<file path="config.mk">
export PLATFORM = sky130hd
export DESIGN_NAME = disk_cmd_gen
export DESIGN_NICKNAME = d
export VERILOG_FILES = /design/src/rtl/dcg_pkg.sv /design/src/rtl/dcg_divider.sv /design/src/rtl/dcg_cmd_packer.sv /design/src/rtl/disk_cmd_gen.sv
export SDC_FILE = /design/constraint.sdc
export NUM_CORES = 1
export LEC_CHECK = 0
export ABC_AREA = 0
export CORE_MARGIN = 2
export CORE_UTILIZATION = 55
export DETAILED_ROUTE_END_ITERATION = 8
export PLACE_DENSITY_LB_ADDON = 0.05
export SLEW_MARGIN = 20
export SYNTH_ARGS = -nofsm -noshare
export SYNTH_HDL_FRONTEND = slang
export SYNTH_SLANG_ARGS = --single-unit
</file>
<file path="constraint.sdc">
create_clock -name clk -period 13.2 [get_ports clk]
set_input_delay 2.64 -clock clk [delete_from_list [all_inputs] [get_ports clk]]
set_output_delay 2.64 -clock clk [all_outputs]
set_load 0.01 [all_outputs]
</file>
<file path="src/rtl/dcg_pkg.sv">
// Package: shared widths, opcodes, FSM encoding and command field layout
// for the disk request command-block generator.
package dcg_pkg;

    localparam int HEAD_W = 5;
    localparam int SECT_W = 6;
    localparam int CYL_W  = 10;
    localparam int DRV_W  = 3;
    localparam int CMD_BYTES = 6;

    localparam logic [7:0] OP_READ  = 8'h08;
    localparam logic [7:0] OP_WRITE = 8'h0A;

    typedef enum logic [2:0] {
        ST_IDLE,
        ST_DIV_SEC,
        ST_WAIT_SEC,
        ST_DIV_HEAD,
        ST_WAIT_HEAD,
        ST_LOAD,
        ST_SEND,
        ST_WAIT_XFER
    } gen_state_t;

    typedef struct packed {
        logic [7:0]        opcode;
        logic [DRV_W-1:0]  drive;
        logic [HEAD_W-1:0] head;
        logic [CYL_W-1:0]  cyl;
        logic [SECT_W-1:0] sector;
        logic [7:0]        count;
        logic [7:0]        ctrl;
    } cmd_fields_t;

    // Returns command byte number idx of the packed block.
    function automatic logic [7:0] field_byte(cmd_fields_t f, logic [2:0] idx);
        case (idx)
            3'd0:    field_byte = f.opcode;
            3'd1:    field_byte = {f.drive, f.head};
            3'd2:    field_byte = {f.cyl[9:8], f.sector};
            3'd3:    field_byte = f.cyl[7:0];
            3'd4:    field_byte = f.count;
            default: field_byte = f.ctrl;
        endcase
    endfunction

endpackage

</file>
<file path="src/rtl/dcg_divider.sv">
// Module: dcg_divider
// Restoring divider that produces one quotient bit per cycle.
// A start pulse latches the dividend and divisor. Exactly DIVIDEND_W
// cycles later, done pulses with the quotient and remainder.
// Assumes a nonzero divisor; the parent rules out a zero divisor.
module dcg_divider #(
    parameter int DIVIDEND_W = 21,
    parameter int DIVISOR_W  = 6
) (
    input  logic                  clk,
    input  logic                  rst_n,
    input  logic                  start,
    input  logic [DIVIDEND_W-1:0] dividend,
    input  logic [DIVISOR_W-1:0]  divisor,
    output logic                  done,
    output logic [DIVIDEND_W-1:0] quotient,
    output logic [DIVISOR_W-1:0]  remainder
);
    localparam int STEP_W = $clog2(DIVIDEND_W + 1);

    logic [DIVISOR_W-1:0] div_q;
    logic [STEP_W-1:0]    steps;
    logic                 running;
    logic [DIVISOR_W:0]   trial;
    logic [DIVISOR_W:0]   diff;
    logic                 fits;

    // Shift the next dividend bit into the partial remainder and test it.
    always_comb begin
        trial = {remainder, quotient[DIVIDEND_W-1]};
        diff  = trial - {1'b0, div_q};
        fits  = (trial >= {1'b0, div_q});
    end

    // One restoring step per cycle, with a done pulse after the last one.
    always_ff @(posedge clk) begin
        if (!rst_n) begin
            div_q     <= '0;
            steps     <= '0;
            running   <= 1'b0;
            done      <= 1'b0;
            quotient  <= '0;
            remainder <= '0;
        end else begin
            done <= 1'b0;
            if (start) begin
                div_q     <= divisor;
                quotient  <= dividend;
                remainder <= '0;
                steps     <= STEP_W'(DIVIDEND_W);
                running   <= 1'b1;
            end else if (running) begin
                quotient  <= {quotient[DIVIDEND_W-2:0], fits};
                remainder <= fits ? diff[DIVISOR_W-1:0] : trial[DIVISOR_W-1:0];
                steps     <= steps - STEP_W'(1);
                if (steps == STEP_W'(1)) begin
                    running <= 1'b0;
                    done    <= 1'b1;
                end
            end
        end
    end

    AST_DIV_REM_RANGE: assert property (@(posedge clk) disable iff (!rst_n)
        (done && div_q != '0) |-> (remainder < div_q));
    AST_DIV_DONE_PULSE: assert property (@(posedge clk) disable iff (!rst_n)
        done |=> !done);

endmodule

</file>
<file path="src/rtl/dcg_cmd_packer.sv">
// Module: dcg_cmd_packer
// Holds one command's fields and sends its six bytes in order over a
// valid/ready byte stream. cmd_last marks the final byte. sent pulses the
// cycle after the final byte is accepted. load is only given while idle.
module dcg_cmd_packer
    import dcg_pkg::*;
(
    input  logic        clk,
    input  logic        rst_n,
    input  logic        load,
    input  cmd_fields_t fields,
    input  logic        pio_in,
    input  logic        cmd_ready,
    output logic        cmd_valid,
    output logic [7:0]  cmd_data,
    output logic        cmd_last,
    output logic        cmd_pio,
    output logic        sent
);
    localparam logic [2:0] LAST_IDX = 3'(CMD_BYTES - 1);

    cmd_fields_t fields_q;
    logic [2:0]  idx;

    // Select the current byte from the held fields.
    always_comb begin
        cmd_data = field_byte(fields_q, idx);
        cmd_last = cmd_valid && (idx == LAST_IDX);
    end

    // Load a command, then step the byte index on each accepted byte.
    always_ff @(posedge clk) begin
        if (!rst_n) begin
            fields_q  <= '0;
            idx       <= '0;
            cmd_valid <= 1'b0;
            cmd_pio   <= 1'b0;
            sent      <= 1'b0;
        end else begin
            sent <= 1'b0;
            if (load) begin
                fields_q  <= fields;
                cmd_pio   <= pio_in;
                idx       <= '0;
                cmd_valid <= 1'b1;
            end else if (cmd_valid && cmd_ready) begin
                if (idx == LAST_IDX) begin
                    cmd_valid <= 1'b0;
                    sent      <= 1'b1;
                end else begin
                    idx <= idx + 3'd1;
                end
            end
        end
    end

    AST_HOLD_BYTE: assert property (@(posedge clk) disable iff (!rst_n)
        (cmd_valid && !cmd_ready && !load) |=> (cmd_valid && $stable(cmd_data)));
    AST_SENT_AFTER_LAST: assert property (@(posedge clk) disable iff (!rst_n)
        (cmd_last && cmd_ready) |=> sent);

endmodule

</file>
<file path="src/rtl/disk_cmd_gen.sv">
// Module: disk_cmd_gen
// Takes a linear block request, checks it against the drive capacity,
// splits it into chunks of at most cfg_max_sect sectors, and for each
// chunk translates the block number to cylinder/head/sector and sends a
// six-byte command. It then waits for xfer_done or xfer_fail.
// Assumes geometry, geo_ctrl and cfg_max_sect stay stable while busy,
// cfg_max_sect is nonzero, CNT_W >= 8, BLK_W >= 10 and ADDR_W >= 17.
module disk_cmd_gen
    import dcg_pkg::*;
#(
    parameter int BLK_W  = 21,
    parameter int CNT_W  = 16,
    parameter int ADDR_W = 20
) (
    input  logic              clk,
    input  logic              rst_n,
    input  logic              req_valid,
    input  logic              req_write,
    input  logic [DRV_W-1:0]  req_drive,
    input  logic [BLK_W-1:0]  req_block,
    input  logic [CNT_W-1:0]  req_count,
    input  logic [ADDR_W-1:0] req_addr,
    input  logic [HEAD_W-1:0] geo_heads,
    input  logic [CYL_W-1:0]  geo_cyls,
    input  logic [SECT_W-1:0] geo_spt,
    input  logic [7:0]        geo_ctrl,
    input  logic [7:0]        cfg_max_sect,
    output logic              busy,
    output logic              cmd_valid,
    input  logic              cmd_ready,
    output logic [7:0]        cmd_data,
    output logic              cmd_last,
    output logic              cmd_pio,
    input  logic              xfer_done,
    input  logic              xfer_fail,
    output logic              req_done,
    output logic              req_err
);
    localparam int CAP_W = HEAD_W + CYL_W + SECT_W;
    localparam int SUM_W = ((BLK_W > CNT_W) ? BLK_W : CNT_W) + 1;
    localparam int CMP_W = (SUM_W > CAP_W) ? SUM_W : CAP_W;

    gen_state_t          state;
    logic                write_q;
    logic [DRV_W-1:0]    drive_q;
    logic [BLK_W-1:0]    block_q;
    logic [CNT_W-1:0]    remain_q;
    logic [ADDR_W-1:0]   addr_q;
    logic [7:0]          chunk_q;
    logic [SECT_W-1:0]   sector_q;
    logic [SECT_W-1:0]   head_full_q;
    logic [BLK_W-1:0]    track_q;
    logic [BLK_W-1:0]    cyl_full_q;

    logic [CAP_W-1:0]    capacity;
    logic                over_cap;
    logic [7:0]          chunk_next;
    logic [ADDR_W-1:0]   chunk_bytes;
    logic [ADDR_W-1:0]   end_addr;
    logic                pio_calc;

    logic                div_start;
    logic [BLK_W-1:0]    div_dividend;
    logic [SECT_W-1:0]   div_divisor;
    logic                div_done;
    logic [BLK_W-1:0]    div_quo;
    logic [SECT_W-1:0]   div_rem;

    cmd_fields_t         fields;
    logic                pack_load;
    logic                pack_sent;

    // Capacity check and chunk sizing.
    always_comb begin
        capacity   = CAP_W'(geo_heads) * CAP_W'(geo_cyls) * CAP_W'(geo_spt);
        over_cap   = (CMP_W'(req_block) + CMP_W'(req_count)) > CMP_W'(capacity);
        chunk_next = (remain_q < CNT_W'(cfg_max_sect)) ? remain_q[7:0] : cfg_max_sect;
    end

    // Buffer span of the current chunk and the 64 KiB crossing test.
    always_comb begin
        chunk_bytes = ADDR_W'({chunk_q, 9'b0});
        end_addr    = addr_q + chunk_bytes;
        pio_calc    = (addr_q[ADDR_W-1:16] != end_addr[ADDR_W-1:16]);
    end

    // Share the divider: block/spt first, then track/heads.
    always_comb begin
        div_start    = (state == ST_DIV_SEC) || (state == ST_DIV_HEAD);
        div_dividend = (state == ST_DIV_HEAD) ? track_q : block_q;
        div_divisor  = (state == ST_DIV_HEAD) ? SECT_W'(geo_heads) : geo_spt;
    end

    // Build the command fields from the translated address.
    always_comb begin
        fields.opcode = write_q ? OP_WRITE : OP_READ;
        fields.drive  = drive_q;
        fields.head   = head_full_q[HEAD_W-1:0];
        fields.cyl    = cyl_full_q[CYL_W-1:0];
        fields.sector = sector_q;
        fields.count  = chunk_q;
        fields.ctrl   = geo_ctrl;
        pack_load     = (state == ST_LOAD);
        busy          = (state != ST_IDLE);
    end

    dcg_divider #(
        .DIVIDEND_W (BLK_W),
        .DIVISOR_W  (SECT_W)
    ) divider_i (
        .clk       (clk),
        .rst_n     (rst_n),
        .start     (div_start),
        .dividend  (div_dividend),
        .divisor   (div_divisor),
        .done      (div_done),
        .quotient  (div_quo),
        .remainder (div_rem)
    );

    dcg_cmd_packer packer_i (
        .clk       (clk),
        .rst_n     (rst_n),
        .load      (pack_load),
        .fields    (fields),
        .pio_in    (pio_calc),
        .cmd_ready (cmd_ready),
        .cmd_valid (cmd_valid),
        .cmd_data  (cmd_data),
        .cmd_last  (cmd_last),
        .cmd_pio   (cmd_pio),
        .sent      (pack_sent)
    );

    // Request sequencing: accept, translate, send, await result, advance.
    always_ff @(posedge clk) begin
        if (!rst_n) begin
            state       <= ST_IDLE;
            write_q     <= 1'b0;
            drive_q     <= '0;
            block_q     <= '0;
            remain_q    <= '0;
            addr_q      <= '0;
            chunk_q     <= '0;
            sector_q    <= '0;
            head_full_q <= '0;
            track_q     <= '0;
            cyl_full_q  <= '0;
            req_done    <= 1'b0;
            req_err     <= 1'b0;
        end else begin
            req_done <= 1'b0;
            req_err  <= 1'b0;
            case (state)
                ST_IDLE: begin
                    if (req_valid) begin
                        if (over_cap) begin
                            req_done <= 1'b1;
                            req_err  <= 1'b1;
                        end else if (req_count == '0) begin
                            req_done <= 1'b1;
                        end else begin
                            write_q  <= req_write;
                            drive_q  <= req_drive;
                            block_q  <= req_block;
                            remain_q <= req_count;
                            addr_q   <= req_addr;
                            state    <= ST_DIV_SEC;
                        end
                    end
                end
                ST_DIV_SEC: begin
                    chunk_q <= chunk_next;
                    state   <= ST_WAIT_SEC;
                end
                ST_WAIT_SEC: begin
                    if (div_done) begin
                        sector_q <= div_rem;
                        track_q  <= div_quo;
                        state    <= ST_DIV_HEAD;
                    end
                end
                ST_DIV_HEAD: state <= ST_WAIT_HEAD;
                ST_WAIT_HEAD: begin
                    if (div_done) begin
                        head_full_q <= div_rem;
                        cyl_full_q  <= div_quo;
                        state       <= ST_LOAD;
                    end
                end
                ST_LOAD: state <= ST_SEND;
                ST_SEND: begin
                    if (pack_sent) state <= ST_WAIT_XFER;
                end
                ST_WAIT_XFER: begin
                    if (xfer_fail) begin
                        req_done <= 1'b1;
                        req_err  <= 1'b1;
                        state    <= ST_IDLE;
                    end else if (xfer_done) begin
                        block_q  <= block_q + BLK_W'(chunk_q);
                        remain_q <= remain_q - CNT_W'(chunk_q);
                        addr_q   <= end_addr;
                        if (remain_q == CNT_W'(chunk_q)) begin
                            req_done <= 1'b1;
                            state    <= ST_IDLE;
                        end else begin
                            state <= ST_DIV_SEC;
                        end
                    end
                end
                default: state <= ST_IDLE;
            endcase
        end
    end

    AST_IDLE_NO_CMD: assert property (@(posedge clk) disable iff (!rst_n)
        !busy |-> !cmd_valid);
    AST_DONE_ENDS_BUSY: assert property (@(posedge clk) disable iff (!rst_n)
        req_done |-> !busy);
    AST_ERR_WITH_DONE: assert property (@(posedge clk) disable iff (!rst_n)
        req_err |-> req_done);
    AST_CHUNK_BOUND: assert property (@(posedge clk) disable iff (!rst_n)
        (state == ST_LOAD) |-> (chunk_q != 8'd0 && chunk_q <= cfg_max_sect
                                && CNT_W'(chunk_q) <= remain_q));
    AST_HEAD_FITS: assert property (@(posedge clk) disable iff (!rst_n)
        (state == ST_LOAD) |-> (head_full_q < SECT_W'(geo_heads)
                                && sector_q < geo_spt));
    AST_CYL_FITS: assert property (@(posedge clk) disable iff (!rst_n)
        (state == ST_LOAD) |-> (cyl_full_q < BLK_W'(geo_cyls)));

endmodule

</file>
==> results.json <==
{
  "grt_antenna_before_repair": 0,
  "synth_ff_type": "dfxtp_1",
  "relSlewSlack_pct": 26.8,
  "fin_cells": 2393,
  "clk_latency_ns": 0.44,
  "rows": 61,
  "worstMarginPinSlew_ns": 1.10,
  "grt_overflow": 0,
  "first_pass_iters": 5,
  "p_leak_nw": 7.33,
  "root_buffer": "clkbuf_16",
  "postSynthAreaPerCell_um2": 7.97,
  "crit_type": "primary input to register",
  "drtIter0Drc": 776,
  "crit_fanout": 19,
  "grt_max_degree": 105,
  "grt_pass1_vias": 13200,
  "diodes": 0,
  "synth_cell_types": 79,
  "syn_to_final_growth_pct": 12.4,
  "synthArstFlopShare_pct": 0,
  "grt_pass1_wl_um": 65300,
  "synthesis.area_um2": 15600,
  "timing.fmax_ghz": 0.0813,
  "fp.dieArea_um2": 29600,
  "numCtsBuffers": 17,
  "setup_viol_count_final": 0,
  "required_ns": 13.53,
  "finalCritPeriodShare_pct": 93.2,
  "hold_buffers": 0,
  "p_sw_mw": 2.35,
  "post-route-min-period_ns": 12.30,
  "synth_nets": 2272,
  "clock_skew_ns": 0.0117,
  "routed-via-count": 13700,
  "vdd_drop_max_mv": 0.287,
  "power_frac_clock_pct": 10.9,
  "grt_setup_unrepaired": "false",
  "ys_top_cells_by_area": "dfxtp_1 (25%), ha_1 (11%), fa_1 (11%)",
  "outcome": "completed",
  "seqPwrFrac_pct": 16.4,
  "ant_nets": 0,
  "post_cts_resized": 0,
  "cts_tree": "done",
  "wirelength_um": 39500,
  "clk_path_buf_depth": 2,
  "combPwrFrac_pct": 72.7,
  "start_util_pct": 56.0,
  "port_buffers": 106,
  "intPower_mw": 2.51,
  "cts_htree_levels": 4,
  "final_hold_viol_count": 0,
  "synth_edf_count": 0,
  "end_kind": "register",
  "wl_per_cell_um": 16.5,
  "hp-class": "register to register",
  "core_um2": 27800,
  "crit_path_start_kind": "primary input",
  "maxCapViolCount": 0,
  "synthTopCellsByCount": "nand2_1 (342), dfxtp_1 (193), a21oi_1 (180)",
  "path_clk_slew_ns": 0.08,
  "cp.arrival_ns": 12.63,
  "holdPathStages": 2,
  "drive_gt1_share_pct": 4.17,
  "ys.warnings.count": 0,
  "switching_share_pct": 48.3,
  "rrSetupSlack_ns": 10.25,
  "gp_congestion": 0.896,
  "cts_setup_buffers": 0,
  "nets": 2321,
  "netlist.area_leader.share_pct": 24.8,
  "r2r_end": "block_q[16]",
  "r2r_start": "chunk_q[0]",
  "crit_path_max_incr_delay_ns": 0.71,
  "synth_top_area_cell": "dfxtp_1",
  "die_x_um": 172,
  "syn_inst": 1953,
  "grtUsageTotal_pct": 27.4,
  "slew_viol_final": 0,
  "hpwlAfterDp_um": 29100,
  "clock_sinks": 193,
  "place_inst": 2361,
  "yosysMostFrequentCell": "nand2_1",
  "synth-seq-cells": 193,
  "drt-vias-per-instance": 5.71,
  "drc": 0,
  "die_h_um": 172,
  "startpoint": "geo_heads[3]",
  "rr_worst_depth": 11,
  "fin_tns_setup_ns": 0,
  "critPathCapture": "remain_q[10]",
  "power_density_nw_per_um2": 278,
  "crit_slowest_cell": "clkdlybuf4s50_1",
  "cpMostUsedCell": "fa_1",
  "pin_count": 118,
  "ys_seq_area_share_pct": 24.8
}
-- worst min path at each step --
stage / to / start
2_1_floorplan: packer_i.fields_q[37] / drive_q[0]
3_3_place_gp: track_q[0] / track_q[0]
3_5_place_dp: packer_i.fields_q[28] / packer_i.fields_q[28]
4_1_cts: packer_i.fields_q[24] / cyl_full_q[2]
5_1_grt: packer_i.fields_q[28] / packer_i.fields_q[28]
6_report: packer_i.fields_q[24] / cyl_full_q[2]
-- critical path: cells and delay by family --
kind | cells | cell delay, ns
buffers and inverters | 8 | 1.42
adder cells (fa/ha/maj) | 9 | 3.85
AO/OA/AOI/OAI | 16 | 3.27
XOR/XNOR | 2 | 0.48
AND/OR/NAND/NOR | 4 | 0.95
-- cell type report --
cell class / count / area [um2]
fillers: 2530 / 10300
clock buffers: 18 / 439
well taps: 378 / 473
flip-flops and latches: 193 / 3860
clock inverters: 14 / 168
multi-input cells: 1507 / 10700
inverters: 156 / 588
repair buffers: 127 / 1230
-- flip-flops by register name (all words and copies together) (netlist names), 5 cells and up --
register / count
divider_i.steps: 5
divider_i.quotient: 21
addr_q: 9
block_q: 21
track_q: 21
cyl_full_q: 10
divider_i.remainder: 6
chunk_q: 8
packer_i.fields_q: 42
remain_q: 16
sector_q: 6
head_full_q: 5
divider_i.div_q: 6
-- power by group through the flow --
| stage | clock network, mW | registers (mW) | logic [mW] |
|---|---|---|---|
| after floorplan | 0 | 0.766 | 2.81 |
| after global placement | 0 | 0.808 | 3.47 |
| after detailed placement | 0 | 0.810 | 3.57 |
| after CTS | 0.539 | 0.797 | 3.59 |
| after global routing | 0.563 | 0.813 | 4.04 |
| final | 0.532 | 0.798 | 3.53 |
-- kinds of logic after synthesis --
group,share of synthesized area (%)
mux,3.35
simple gates,21.5
fa+ha+maj,21.2
compound gates,19.1
xor+xnor,3.55
flops,24.8
buf+inv,6.35
-- metal layers --
metal  wire length (um)  global-route usage (%)
met5                  0                       0
met4                865                    7.49
met3               1640                    2.82
met2              19700                    48.9
met1              17300                    35.2
-- per-stage QoR --
stage	setup WS, ns	hold WS [ns]	instance area, um2	power (mW)	utilization, %
after floorplan	2.22	0.432	15600	3.58	-
after global placement	0.513	0.438	16900	4.28	60.7
after detailed placement	0.400	0.447	16900	4.38	60.7
after CTS	0.851	0.450	17500	4.92	62.9
after global routing	0.243	0.474	17500	5.41	62.9
final	0.896	0.454	17500	4.86	62.9
-- layout by cell type, fill, tap and decap left out, drive strengths merged, types with 14 or more instances in the layout --
cell type,netlist,routed
a211oi,50,50
nand2,342,342
o21a,20,20
nor3,33,33
a21o,20,20
inv,156,163
dfxtp,193,193
a21oi,180,180
buf,19,22
mux2i,51,51
a31oi,14,14
clkdlybuf4s50,0,105
nor2b,24,24
xnor2,41,41
nand3,44,44
ha,133,133
fa,82,82
clkbuf,78,18
and2,86,86
nor2,100,100
o31ai,14,14
xor2,22,22
and3,27,27
o21ai,66,66
Power figures use the tool's default switching activity.
